===== src/rtl/dprc_pkg.sv =====
`timescale 1ns/1ps
package dprc_pkg;
  localparam int unsigned REG_W   = 32;
  localparam int unsigned PU_BIT  = 3;
  localparam int unsigned RR_BIT  = 1;
  localparam int unsigned NPD_BIT = 0;
  localparam int unsigned RST_N   = 3;   // debug, cold, warm

  typedef struct packed {
    logic rd_ok;    // read accepted, drive data
    logic err;      // error response
    logic pu_we;    // load power-up field
    logic npd_we;   // load no-powerdown field
    logic npd_vis;  // no-powerdown field is readable
    logic rr_fire;  // emit reset-request pulse
  } dprc_gate_t;
endpackage


===== src/rtl/dprc_rst_sync.sv =====
`timescale 1ns/1ps
module dprc_rst_sync (
  input  logic clk_i,
  input  logic rst_ni,
  output logic rst_no
);
  logic s1_q, s2_q;
  logic s1_d, s2_d;

  always_comb begin
    s1_d = 1'b1;
    s2_d = s1_q;
  end

  always_ff @(posedge clk_i or negedge rst_ni) begin
    if (!rst_ni) begin
      s1_q <= 1'b0;
      s2_q <= 1'b0;
    end else begin
      s1_q <= s1_d;
      s2_q <= s2_d;
    end
  end

  assign rst_no = s2_q;
endmodule


===== src/rtl/dprc_gate.sv =====
`timescale 1ns/1ps
module dprc_gate
  import dprc_pkg::*;
#(
  parameter int unsigned ADDR_W   = 12,
  parameter int unsigned REG_OFS  = 'h310,
  parameter bit          ALL_CORE = 1'b0
) (
  input  logic              rd_i,
  input  logic              wr_i,
  input  logic [ADDR_W-1:0] addr_i,
  input  logic              wbit_rr_i,
  input  logic              core_pwr_i,
  input  logic              dbl_lock_i,
  input  logic              os_lock_i,
  input  logic              sw_lock_i,
  input  logic              mon_lvl_i,
  input  logic              sec_state_i,
  input  logic              inv_dbg_en_i,
  input  logic              sec_inv_dbg_en_i,
  output dprc_gate_t        gate_o
);
  localparam logic [ADDR_W-1:0] OFS = ADDR_W'(REG_OFS);

  logic hit, err, wr_ok, core_open, auth_ok;

  always_comb begin
    hit       = (addr_i == OFS);
    err       = ALL_CORE && hit && (rd_i || wr_i) && !core_pwr_i;
    wr_ok     = hit && wr_i && !err;
    core_open = core_pwr_i && !dbl_lock_i && !os_lock_i;
    if (mon_lvl_i)        auth_ok = sec_inv_dbg_en_i;
    else if (sec_state_i) auth_ok = sec_inv_dbg_en_i;
    else                  auth_ok = inv_dbg_en_i;

    gate_o.rd_ok   = hit && rd_i && !err;
    gate_o.err     = err;
    gate_o.pu_we   = wr_ok && !sw_lock_i && !ALL_CORE;
    gate_o.npd_we  = wr_ok && core_open && !sw_lock_i;
    gate_o.npd_vis = core_open;
    gate_o.rr_fire = wr_ok && core_open && !sw_lock_i && auth_ok && wbit_rr_i;
  end
endmodule


===== src/rtl/dprc_store.sv =====
`timescale 1ns/1ps
module dprc_store
  import dprc_pkg::*;
#(
  parameter bit ALL_CORE = 1'b0
) (
  input  logic       clk_i,
  input  logic       dbg_rst_ni,
  input  logic       cold_rst_ni,
  input  logic       core_rst_ni,
  input  dprc_gate_t gate_i,
  input  logic       wbit_pu_i,
  input  logic       wbit_npd_i,
  output logic       pu_o,
  output logic       npd_o,
  output logic       rr_o
);
  logic pu_q;
  logic npd_q, npd_d;
  logic rr_q,  rr_d;

  // Debug-domain field; absent when every field is in the core domain.
  if (ALL_CORE) begin : g_pu_none
    assign pu_q = 1'b0;
    logic unused_pu;
    assign unused_pu = gate_i.pu_we ^ wbit_pu_i;
  end else begin : g_pu_reg
    logic pu_d, pu_r;
    always_comb pu_d = gate_i.pu_we ? wbit_pu_i : pu_r;
    always_ff @(posedge clk_i or negedge dbg_rst_ni) begin
      if (!dbg_rst_ni) pu_r <= 1'b0;
      else             pu_r <= pu_d;
    end
    assign pu_q = pu_r;
  end

  // Core-domain field: cold reset is a synchronous load from the power-up field.
  always_comb begin
    if (!cold_rst_ni)        npd_d = pu_q;
    else if (gate_i.npd_we)  npd_d = wbit_npd_i;
    else                     npd_d = npd_q;
  end

  always_ff @(posedge clk_i) begin
    npd_q <= npd_d;
  end

  always_comb rr_d = gate_i.rr_fire;

  always_ff @(posedge clk_i or negedge core_rst_ni) begin
    if (!core_rst_ni) rr_q <= 1'b0;
    else              rr_q <= rr_d;
  end

  assign pu_o  = pu_q;
  assign npd_o = npd_q;
  assign rr_o  = rr_q;
endmodule


===== src/rtl/dprc_rdmux.sv =====
`timescale 1ns/1ps
module dprc_rdmux
  import dprc_pkg::*;
(
  input  logic             rd_ok_i,
  input  logic             npd_vis_i,
  input  logic             pu_i,
  input  logic             npd_i,
  output logic [REG_W-1:0] rdata_o
);
  always_comb begin
    rdata_o = '0;
    if (rd_ok_i) begin
      rdata_o[PU_BIT]  = pu_i;
      rdata_o[NPD_BIT] = npd_i && npd_vis_i;
    end
  end
endmodule


===== src/rtl/dbg_pwr_rst_ctl.sv =====
`timescale 1ns/1ps
module dbg_pwr_rst_ctl
  import dprc_pkg::*;
#(
  parameter int unsigned ADDR_W   = 12,
  parameter int unsigned REG_OFS  = 'h310,
  parameter bit          ALL_CORE = 1'b0
) (
  input  logic              clk_i,
  input  logic              dbg_rst_ni,
  input  logic              cold_rst_ni,
  input  logic              warm_rst_ni,
  input  logic              acc_rd_i,
  input  logic              acc_wr_i,
  input  logic [ADDR_W-1:0] acc_addr_i,
  input  logic [REG_W-1:0]  acc_wdata_i,
  output logic [REG_W-1:0]  acc_rdata_o,
  output logic              acc_err_o,
  input  logic              core_pwr_i,
  input  logic              dbl_lock_i,
  input  logic              os_lock_i,
  input  logic              sw_lock_i,
  input  logic              mon_lvl_i,
  input  logic              sec_state_i,
  input  logic              inv_dbg_en_i,
  input  logic              sec_inv_dbg_en_i,
  output logic              pwrup_req_o,
  output logic              no_pwrdn_o,
  output logic              rst_req_o
);
  logic [RST_N-1:0] raw_n, sync_n;
  logic             core_rst_n;
  dprc_gate_t       gate;
  logic             pu, npd, rr;
  logic             unused_wdata;

  assign raw_n = {warm_rst_ni, cold_rst_ni, dbg_rst_ni};

  for (genvar g = 0; g < RST_N; g++) begin : g_rst
    dprc_rst_sync u_sync (
      .clk_i  (clk_i),
      .rst_ni (raw_n[g]),
      .rst_no (sync_n[g])
    );
  end

  assign core_rst_n   = sync_n[1] & sync_n[2];
  assign unused_wdata = ^{acc_wdata_i[REG_W-1:PU_BIT+1], acc_wdata_i[RR_BIT+1]};

  dprc_gate #(
    .ADDR_W   (ADDR_W),
    .REG_OFS  (REG_OFS),
    .ALL_CORE (ALL_CORE)
  ) u_gate (
    .rd_i             (acc_rd_i),
    .wr_i             (acc_wr_i),
    .addr_i           (acc_addr_i),
    .wbit_rr_i        (acc_wdata_i[RR_BIT]),
    .core_pwr_i       (core_pwr_i),
    .dbl_lock_i       (dbl_lock_i),
    .os_lock_i        (os_lock_i),
    .sw_lock_i        (sw_lock_i),
    .mon_lvl_i        (mon_lvl_i),
    .sec_state_i      (sec_state_i),
    .inv_dbg_en_i     (inv_dbg_en_i),
    .sec_inv_dbg_en_i (sec_inv_dbg_en_i),
    .gate_o           (gate)
  );

  dprc_store #(.ALL_CORE(ALL_CORE)) u_store (
    .clk_i       (clk_i),
    .dbg_rst_ni  (sync_n[0]),
    .cold_rst_ni (sync_n[1]),
    .core_rst_ni (core_rst_n),
    .gate_i      (gate),
    .wbit_pu_i   (acc_wdata_i[PU_BIT]),
    .wbit_npd_i  (acc_wdata_i[NPD_BIT]),
    .pu_o        (pu),
    .npd_o       (npd),
    .rr_o        (rr)
  );

  dprc_rdmux u_rdmux (
    .rd_ok_i   (gate.rd_ok),
    .npd_vis_i (gate.npd_vis),
    .pu_i      (pu),
    .npd_i     (npd),
    .rdata_o   (acc_rdata_o)
  );

  assign acc_err_o   = gate.err;
  assign pwrup_req_o = pu;
  assign no_pwrdn_o  = npd;
  assign rst_req_o   = rr;
endmodule


===== config.mk =====
export PLATFORM = sky130hd
export DESIGN_NAME = dbg_pwr_rst_ctl
export DESIGN_NICKNAME = d
export VERILOG_FILES = /design/src/rtl/dprc_pkg.sv /design/src/rtl/dprc_rst_sync.sv /design/src/rtl/dprc_gate.sv /design/src/rtl/dprc_store.sv /design/src/rtl/dprc_rdmux.sv /design/src/rtl/dbg_pwr_rst_ctl.sv
export SDC_FILE = /design/constraint.sdc
export NUM_CORES = 1
export LEC_CHECK = 0
export BUFFER_PORTS_ARGS = -buffer_cell sky130_fd_sc_hd__buf_2
export CAP_MARGIN = 20
export CORE_UTILIZATION = 29
export DETAILED_ROUTE_END_ITERATION = 7
export PLACE_DENSITY_LB_ADDON = 0.3
export SLEW_MARGIN = 20
export SYNTH_ARGS = -nofsm -noshare
export SYNTH_HDL_FRONTEND = slang
export SYNTH_SLANG_ARGS = --single-unit

===== constraint.sdc =====
create_clock -name clk_i -period 0.8 [get_ports clk_i]
set_clock_uncertainty 0.05 [all_clocks]
set_input_delay 0 -clock clk_i [delete_from_list [all_inputs] [get_ports clk_i]]
set_output_delay 0 -clock clk_i [all_outputs]
set_load 0.01 [all_outputs]

== Word level (Yosys, flattened, before mapping) ==
Cells that the tools add are included.
Word-level totals
  word-level logic and storage cells: 31
  register bits after elaboration: 9
Cells by class
  reductions and logical operators: 13
  bitwise gates (word level): 1
  mux-type cells: 6
  equality and inequality tests: 2
Operators by type and width (count)
  12-bit by 10-bit == test with 1-bit output, second input constant: 1
  1-bit logical AND: 10
  1-bit 2-to-1 mux: 6
  1-bit zero test: 3
  2-bit inequality test, second input constant: 1
  1-bit AND: 1

== Longest topological paths before layout ==
  depth after elaboration: 7
  depth in mapped cells: 3
  depth with buffers taken out: 3

== Hierarchy ==
From an unflattened synthesis, not the netlist that was laid out.
Second synthesis, totals
  cell total of the unflattened synthesis: 65
  area total of the unflattened synthesis: 665.6 um2
Modules (own cells, without submodules)
  dprc_rdmux: cells an instance 33, instances 1, seq. area each 0.0 um2, area an instance 241.5 um2
  dprc_rst_sync: cells an instance 3, instances 3, seq. area each 50.0 um2, area an instance 53.8 um2
  dprc_gate: cells an instance 16, instances 1, seq. area each 0.0 um2, area an instance 140.1 um2
  dprc_store: cells an instance 6, instances 1, seq. area each 80.1 um2, area an instance 116.4 um2
  dbg_pwr_rst_ctl: cells an instance 1, instances 1, seq. area each 0.0 um2, area an instance 6.3 um2

== Least setup slack after synthesis ==
No wires, ideal clock.
  kind: input -> register
  start: in acc_addr_i[5]
  end: reg u_store.npd_q, in the netlist u_store.npd_o (enable)
  arrival time: 0.567 ns
  path buffers: 0
  stages: 3
  slack: -0.127 ns
  cell sequence: nor4b_4 > nand2_1 > o21ai_0
Between the ends
  longest elaborated chain between the ends: 5
RTL lines
  start: declaration: RTL line dbg_pwr_rst_ctl.sv:15  | input logic [ADDR_W-1:0] acc_addr_i,
  12-bit by 10-bit == test with 1-bit output: RTL line dprc_gate.sv:28  | hit = (addr_i == OFS);
  1-bit logical AND: RTL line dprc_gate.sv:30  | wr_ok = hit && wr_i && !err;
  1-bit logical AND (2 in series): RTL line dprc_gate.sv:39  | gate_o.npd_we = wr_ok && core_open && !sw_lock_i;
  2-bit inequality test (no source line)
  end signal: assignment: RTL line dprc_store.sv:45  | npd_q <= npd_d;
  end: declaration: RTL line dprc_store.sv:19  | logic npd_q, npd_d;
No other way between the ends.
A chain may end at the register's enable or synchronous reset.

== Final worst setup path ==
  start: in acc_addr_i[6]
  end: out acc_rdata_o[0]
Between the ends
  longest elaborated chain between the ends: 3
RTL lines
  12-bit by 10-bit == test with 1-bit output: RTL line dprc_gate.sv:28
  1-bit logical AND: RTL line dprc_gate.sv:36  | gate_o.rd_ok = hit && rd_i && !err;
  1-bit 2-to-1 mux: RTL line dprc_rdmux.sv:13  | if (rd_ok_i) begin
  end: declaration: RTL line dbg_pwr_rst_ctl.sv:17  | output logic [REG_W-1:0] acc_rdata_o,
No other way between the ends.

==> flow_summary.toml <==
[logic_synthesis]
synth.top_cell.area_share = 0.356
synth_top_area_cell = "buf_4"
syn_area_sq_um = 653
synth-main-ff-cell = "dfrtp_1"
synth.yosys.seq_area_share = 0.352
synthTopCellsByArea = "buf_4 (36%), dfrtp_1 (31%), nor4b_4 (11%), edfxtp_1 (4.6%), nand2_1 (2.3%)"
synth-edff-count = 1
yosys_warnings = 0
postSynthCellCount = 64
ys_async_sr_fraction = 0.889
ys_top_cells_by_count = "buf_4 (31), dfrtp_1 (8), nand2_1 (4)"
yosysMostFrequentCell = "buf_4"
synth.distinct_cells = 18
avgSynthCellArea_sq_um = 10.2
ys_seq_elements = 9

[floorplanning]
start_util = 0.320
ios = 94
rows = 16
fp.coreArea_sq_um = 2040
die_area_sq_um = 2450
die_x_um = 49.5
die_h_um = 49.5

[setup_path]
rrSetupSlack_ps = -170
worstPathRequired_ps = 750
reg2reg_from = "u_store.pu_o"
cp_max_fo = 2
worstSetupEndpointType = "output port"
reg2reg_depth = 4
arrival_ps = 970
setup.worst_path.start_class = "input pin"
path_class = "in2out"
r2r_end = "u_store.npd_o"

[power_and_ir_drop]
switchingPower_mw = 0.290
p_int_mw = 0.800
p_clk_frac = 0.316
power_frac_seq = 0.451
power_leakage_nw = 0.520
max-vdd-ir-drop_v = 0.000722
power.total_mw = 1.09
combPwrFrac = 0.233
p_sw_frac = 0.266
powerDensity_nw_per_um2 = 1100

[final_layout]
fin_cells = 147
utilization = 0.487
layout-drive-gt1-share = 0.450
multi_input_area_sq_um = 330
fill_cells = 210
regArea_sq_um = 230
syn_to_final_growth_pct = 52.1
finalNetCount = 179
antenna_cells = 0

[drt]
vias_per_cell = 3.74
first_pass_iters = 2
ant_nets = 0
wl_per_cell_um = 9.23
drc = 0
vias = 550
drt-total-wl_um = 1360
initialDrtViolationCount = 3

[clock_tree]
clk_path_buf_depth = 2
cts_tree = "yes"
cts_hold_buffers = 9
htreeDepth = 1
clock_latency_ps = 250
clock_sinks = 9
clk_pin_slew_ps = 60
cts_buffers = 3
cts_root_buf = "clkbuf_4"

[worst_hold_path]
hold_depth = 2
min_path_type = "in2reg"
hold-path-endpoint = "u_store.pu_o"
min_from = "acc_wdata_i[3]"

[place]
dp_slack_ps = -316
port_buffers = 33
hpwl_um = 969
dp.cells = 127
gp_congestion = 0.693

[timing]
postLayoutSetupSlackWorst_ps = -215
setup-violations-final = 9
maxSlewViolCount = 0
rsz0062_at_grt = "true"
whs_ps = -60.8
finalHoldViolCount = 1
fin_crit_ps = 1020
fin_crit_sh = 1.27
max_freq_mhz = 985

[run]
maxCapViolations = 0

[global_routing]
grt_pass1_wl_um = 2010
grt_pass1_vias = 518
grtUsageTotal = 0.112
grt_start_max_net_pins = 6
grt_overflow = 0
antenna_found_initial = 0

[outcome]
violations = "negative hold slack, negative setup slack"
status = "finished, violations left"
## stage by stage
stage | TNS, ps | area [sq um]
final | -1190 | 993
after detailed placement | -1460 | 759
after CTS | -1020 | 957
after floorplan | -279 | 778
after global routing | -1650 | 993
after global placement | -1400 | 759
## layer usage
layer | up-vias | GRT usage | wire, um
met5 | - | 0 | 0
met4 | 0 | 0.0714 | 0
met1 | 259 | 0.0970 | 418
met3 | 0 | 0.0340 | 137
li1 | 257 | - | -
met2 | 34 | 0.219 | 801
## flip-flops by register name, indices dropped and copies added, names as in the netlist
signal / count
u_store.pu_o: 1
u_store.rr_o: 1
g_rst.u_sync.s1_q: 3
g_rst.u_sync.rst_no: 3
u_store.npd_o: 1
## worst max-delay path: stages
cell and delay [ps]:
buf_6 100, nor4b_4 290, nand2_1 140, buf_6 140, nor3_2 150, buf_2 150
## how the worst max path moves through the flow
stage | cells after the start | slack, ps | from | to
CTS | 3 | -210 | u_store.pu_o | acc_rdata_o[3]
global placement | 4 | -290 | acc_addr_i[0] | u_store.pu_o
floorplan | 3 | -110 | acc_addr_i[0] | u_store.pu_o
global route | 3 | -300 | u_store.pu_o | acc_rdata_o[3]
detailed placement | 4 | -320 | acc_addr_i[0] | u_store.pu_o
finish | 6 | -220 | acc_addr_i[6] | acc_rdata_o[0]
## what timing repair did
item                                    in CTS  in global routing
hold endpoints to repair                    10                  1
gates resized for setup                      9                  5
setup buffers                                6                  3
pin swaps                                    8                  4
endpoints found under the setup margin       9                  9
## cell families after synthesis
family	Yosys count	share of synthesized area
muxes	2	0.0326
buffers and inverters	32	0.362
DFF	9	0.352
AOI/OAI and AO/OA	2	0.0153
and+or+nand+nor	17	0.226
other	2	0.0115
## placed cells by master, fill, tap and decap left out, types with 2 or more instances in the layout
cell            n
clkbuf_4        3
conb_1         34
nor3_2          2
dfrtp_1         8
buf_4           5
nand2_1         4
nand4_1         2
buf_6           9
dlygate4sd3_1   9
buf_2          28
nor4b_4         3
## area by class of cell
cell class,instances,share of cell area
Multi-Input combinational cell,55,0.332
Sequential cell,9,0.232
Inverter,1,0.00378
Clock buffer,4,0.0264
Tap cell,27,0.0340
Timing Repair Buffer,51,0.372
## power groups by stage
stage | sequential [mW] | combinational [mW] | clock (mW)
after global routing | 0.493 | 0.278 | 0.388
after detailed placement | 0.500 | 0.192 | 0
after CTS | 0.491 | 0.244 | 0.368
final | 0.492 | 0.254 | 0.344
after floorplan | 0.499 | 0.211 | 0
after global placement | 0.498 | 0.191 | 0
Note: power is estimated with default switching activity, not from simulation.
